===== src/rtl/pwr_domain_seq.sv =====
`timescale 1ns/1ps
module pwr_domain_seq #(
  parameter int unsigned CLK_HZ    = 200_000_000,
  parameter int unsigned MAX_TRIES = 10
) (
  input  logic       clk,
  input  logic       rst_n,
  input  logic       start_i,
  input  logic       on_ack_i,
  input  logic       good_ack_i,
  output logic       dom_rst_o,
  output logic       on_req_o,
  output logic       good_req_o,
  output logic       clamp_o,
  output logic       done_o,
  output logic       err_o,
  output logic [3:0] state_o
);
  localparam int unsigned US_CYC   = (CLK_HZ + 999_999) / 1_000_000;
  localparam int unsigned HALF_CYC = (CLK_HZ + 1_999_999) / 2_000_000;
  localparam int TW  = $clog2(US_CYC + 1);
  localparam int TRW = $clog2(MAX_TRIES + 1);

  typedef enum logic [3:0] {
    ST_IDLE = 4'd0, ST_REL = 4'd1, ST_ON_POLL = 4'd2, ST_ON_SET = 4'd3,
    ST_GD_POLL = 4'd4, ST_GD_SET = 4'd5, ST_CLMP_SET = 4'd6,
    ST_DONE = 4'd7, ST_ERR = 4'd8
  } st_t;

  st_t          st;
  logic [TW-1:0]  tmr;
  logic [TRW-1:0] tries;
  logic [1:0]     on_sy, gd_sy;

  wire tmr_zero = (tmr == '0);
  wire last_try = (tries == TRW'(MAX_TRIES - 1));
  wire poll_ack = (st == ST_ON_POLL) ? on_sy[1] : gd_sy[1];

  assign state_o = st;

  always_ff @(posedge clk) begin
    if (!rst_n) begin
      on_sy <= '0;
      gd_sy <= '0;
    end else begin
      on_sy <= {on_sy[0], on_ack_i};
      gd_sy <= {gd_sy[0], good_ack_i};
    end
  end

  always_ff @(posedge clk) begin
    if (!rst_n) begin
      st         <= ST_IDLE;
      tmr        <= '0;
      tries      <= '0;
      dom_rst_o  <= 1'b1;
      on_req_o   <= 1'b0;
      good_req_o <= 1'b0;
      clamp_o    <= 1'b1;
      done_o     <= 1'b0;
      err_o      <= 1'b0;
    end else begin
      case (st)
        ST_IDLE, ST_DONE, ST_ERR: if (start_i) begin
          st         <= ST_REL;
          dom_rst_o  <= 1'b0;
          on_req_o   <= 1'b0;
          good_req_o <= 1'b0;
          clamp_o    <= 1'b1;
          done_o     <= 1'b0;
          err_o      <= 1'b0;
        end
        ST_REL: begin
          on_req_o <= 1'b1;
          tmr      <= '0;
          tries    <= '0;
          st       <= ST_ON_POLL;
        end
        ST_ON_POLL, ST_GD_POLL: begin
          if (!tmr_zero) tmr <= tmr - 1'b1;
          else if (poll_ack) begin
            st  <= (st == ST_ON_POLL) ? ST_ON_SET : ST_GD_SET;
            tmr <= TW'(HALF_CYC - 1);
          end else if (last_try) begin
            st    <= ST_ERR;
            err_o <= 1'b1;
          end else begin
            tries <= tries + 1'b1;
            tmr   <= TW'(US_CYC - 1);
          end
        end
        ST_ON_SET: begin
          if (!tmr_zero) tmr <= tmr - 1'b1;
          else begin
            good_req_o <= 1'b1;
            tmr        <= '0;
            tries      <= '0;
            st         <= ST_GD_POLL;
          end
        end
        ST_GD_SET: begin
          if (!tmr_zero) tmr <= tmr - 1'b1;
          else begin
            clamp_o <= 1'b0;
            tmr     <= TW'(HALF_CYC - 1);
            st      <= ST_CLMP_SET;
          end
        end
        ST_CLMP_SET: begin
          if (!tmr_zero) tmr <= tmr - 1'b1;
          else begin
            dom_rst_o <= 1'b1;
            done_o    <= 1'b1;
            st        <= ST_DONE;
          end
        end
        default: st <= ST_IDLE;
      endcase
    end
  end
endmodule



===== config.mk =====
export PLATFORM = sky130hd
export DESIGN_NAME = pwr_domain_seq
export DESIGN_NICKNAME = d
export VERILOG_FILES = /design/src/rtl/pwr_domain_seq.sv
export SDC_FILE = /design/constraint.sdc
export NUM_CORES = 1
export LEC_CHECK = 0
export BUFFER_PORTS_ARGS = -buffer_cell sky130_fd_sc_hd__clkbuf_2
export CORE_MARGIN = 1
export CORE_UTILIZATION = 30
export CTS_BUF_LIST = sky130_fd_sc_hd__clkbuf_2
export CTS_CLUSTER_SIZE = 20
export DETAILED_ROUTE_END_ITERATION = 12
export MAX_ROUTING_LAYER = met4
export PLACE_DENSITY = 0.49
export RECOVER_POWER = 50
export SYNTH_ARGS = -nofsm -noshare
export SYNTH_HDL_FRONTEND = slang
export SYNTH_SLANG_ARGS = --single-unit
export TNS_END_PERCENT = 50

===== constraint.sdc =====
create_clock -name clk -period 4.45 [get_ports clk]
set_clock_uncertainty 0.2 [all_clocks]
set_input_delay 0.445 -clock clk [delete_from_list [all_inputs] [get_ports clk]]
set_output_delay 0.445 -clock clk [all_outputs]
set_load 0.03 [all_outputs]

==> flow_summary.toml <==
[clocking]
cts_buffers = 3
cts_tree = "built"
cts_hold_buf = 0
h-tree-depth = 1
cts_resized = 0
cts_setup_buffers = 0
clock_sinks = 26
clk_pin_slew_ns = 0.26
insertion_delay_ns = 0.38
clockRootBuffer = "clkbuf_2"
cts.path.max_buffers = 2

[power_and_ir_drop]
p_sw_uw = 609
ir_worst_vdd_mv = 0.220
p_leak_uw = 0.000634
pwr-share-comb = 0.610
totalPowerFinal_uw = 1150
switching_share = 0.528
internal-power_uw = 545
p_clk_frac = 0.081
p_seq_frac = 0.309
powerDensity_nw_per_um2 = 673

[worst_hold_path]
hold_start = "good_ack_i"
hold_depth = 2
min_path_type = "primary input to flip-flop"
min_to = "gd_sy[0]"

[sta]
fmax_ghz = 0.347
setup_viol = 0
hold_violations = 0
hold-worst-slack_ns = 0.0382
period_needed_ns = 2.88
slew_violations = 0
rsz0062_at_grt = "no"
tns_ns = 0
tightest_slew_ns = 0.885
timing.slew.headroom = 0.410
period_share = 0.647

[routing]
ant_nets = 0
wl_met1_mm = 2.05
num_vias = 1464
drt-total-wl_mm = 4.11
wl_met2_mm = 1.85
wl_met3_um = 122
drc_errors = 0
top_layer = "met4"
drt-vias-per-instance = 5.25
drt_iter0_markers = 63
dr.pass1.iters = 4
wl_per_cell_um = 14.7

[global_routing]
grt_max_degree = 26
grt_pass1_wl_mm = 6.94
gr-total-overflow = 0
grtUsageTotal = 0.167
antenna_found_initial = 0
grt_pass1_vias = 1435

[placed_design]
portBuffers = 14
gp_congestion = 0.855
dp_hpwl_mm = 2.84
dpl-instance-area_um2 = 1710

[synthesis]
synth-seq-cells = 26
synthMuxAreaShare = 0.0124
synth_area_um2 = 1610
synth-edff-count = 0
synth_compound_area_frac = 0.286
synth_top_cell_by_area = "dfxtp_1"
synthSimpleGateAreaFrac = 0.276
yosys_warnings = 0
yosys.area_share.xor_xnor = 0.0272
syn_area_per_cell_um2 = 7.89
ys_types = 53
syn-instance-count = 204
async_flop_share = 0
syn_nets = 212
synth_top_flop_cell = "dfxtp_1"
synth_top_family_by_area = "compound AO/OA/AOI/OAI gates"
ys_top_cells_by_area = "dfxtp_1 32%, nor2_1 5.4%, a21oi_1 5.0%"
yosysTopAreaCellShare = 0.323
synthAdderAreaFrac = 0.0233
yosysSeqAreaShare = 0.323

[setup_path]
reg2reg_depth = 5
r2r_start = "state_o[1]"
path_max_fanout = 24
end_kind = "flip-flop"
path_class = "flip-flop to flip-flop"
critPathArrivalTime_ns = 2.99
worst_setup_path_start_kind = "flip-flop"
worst-r2r-setup-slack_ns = 1.57
crit_required_ns = 4.56
timing.rr.end = "tmr[0]"

[cells_and_area]
final_net_count = 218
final_cell_area_um2 = 1720
syn_to_final_growth_pct = 6.60
drive_gt1_frac = 0.0861
fill_cells = 587
diodes = 0
seq_area_um2 = 520
multi_input_area_um2 = 1010
fin_util = 0.334

[floorplan]
rows = 26
dieArea_um2 = 5660
initial_core_util = 0.313
die_w_um = 75.3
fp.dieH_um = 75.3
io_pins = 15
core_area_um2 = 5140

[status]
status = "finished, final reports clean"

[run]
maxCapViolCount = 0
## worst max-delay path, cell delays in order (launching register included)
cell and delay (ns):
dfxtp_1 0.90, nor3b_1 0.11, o21ai_0 0.50, nor2_1 0.35, or4b_1 0.59, a21oi_1 0.15
## how the worst max path moves through the flow
| stage | startpoint | endpoint | slack (ns) | depth (start not counted) |
|---|---|---|---|---|
| after floorplan | tmr[0] | state_o[0] | 2.26 | 7 |
| after global placement | state_o[1] | tmr[5] | 1.68 | 5 |
| after detailed placement | state_o[1] | tmr[5] | 1.68 | 5 |
| after CTS | state_o[1] | tmr[5] | 1.62 | 5 |
| after global routing | state_o[2] | tmr[1] | 1.34 | 5 |
| final | state_o[1] | tmr[0] | 1.57 | 5 |
## cells in the mapped netlist (all sizes together) (3+ instances only)
master	instances
dfxtp	26
o21ai	14
nor3b	3
nand2	20
ha	3
nor2	24
buf	7
o211ai	6
xor2	4
nand2b	6
and2	5
a21oi	16
a31oi	3
nand3	4
nor3	3
clkbuf	6
o22ai	3
a211oi	6
inv	7
## cell families (layout without fill, tap and decap cells)
group,Yosys count,count (layout)
xor+xnor,5,5
compound gates,66,66
mux,2,2
fa+ha+maj,3,3
simple gates,82,82
buf+inv,20,25
flops,26,26
## final cells by class
cell class	count	share of cell area
Multi-Input combinational cell	158	0.586
Sequential cell	26	0.303
Tap cell	70	0.0510
Timing Repair Buffer	14	0.0335
Inverter	7	0.0153
Clock buffer	3	0.00875
Clock inverter	1	0.00219
## routing by layer
metal / global-route usage / up-vias
met4: 0.0658 / 0
met3: 0.0174 / 7
met1: 0.222 / 669
met2: 0.261 / 27
li1: - / 761
met5: - / -
## state kept, by name, summed over array words and instances (netlist names)
register and cells:
on_req_o 1, state_o 4, clamp_o 1, good_req_o 1, err_o 1, tmr 8
gd_sy 2, done_o 1, on_sy 2, tries 4, dom_rst_o 1
## through the flow
| step | cells | setup WS (ns) |
|---|---|---|
| finish | 279 | 1.57 |
| global route | 279 | 1.34 |
| CTS | 279 | 1.62 |
| detailed placement | 275 | 1.68 |
| global placement | 275 | 1.68 |
| floorplan | 204 | 2.26 |
## cells in the final DEF, fill, tap and decap left out, types with 3 or more instances in the layout
cell      synthesis  final
a211oi_1          6      6
a21oi_1          16     16
a31oi_1           3      3
and2_1            5      5
clkbuf_1          6     10
clkbuf_2          0      7
dfxtp_1          26     26
ha_1              3      3
inv_1             7      7
nand2_1          20     20
nand2b_1          6      6
nand3_1           4      4
nor2_1           23     23
nor3_1            3      3
nor3b_1           3      3
o211ai_1          6      6
o21ai_0          11     11
o22ai_1           3      3
xor2_1            4      4
## power groups by stage
stage                     clock network (µW)  logic (µW)  registers (µW)
final                                   93.4         704             357
after global routing                     108         770             369
after CTS                                100         708             354
after detailed placement                   0         704             359
after global placement                     0         721             360
after floorplan                            0         572             340
Power figures use the tool's default switching activity.
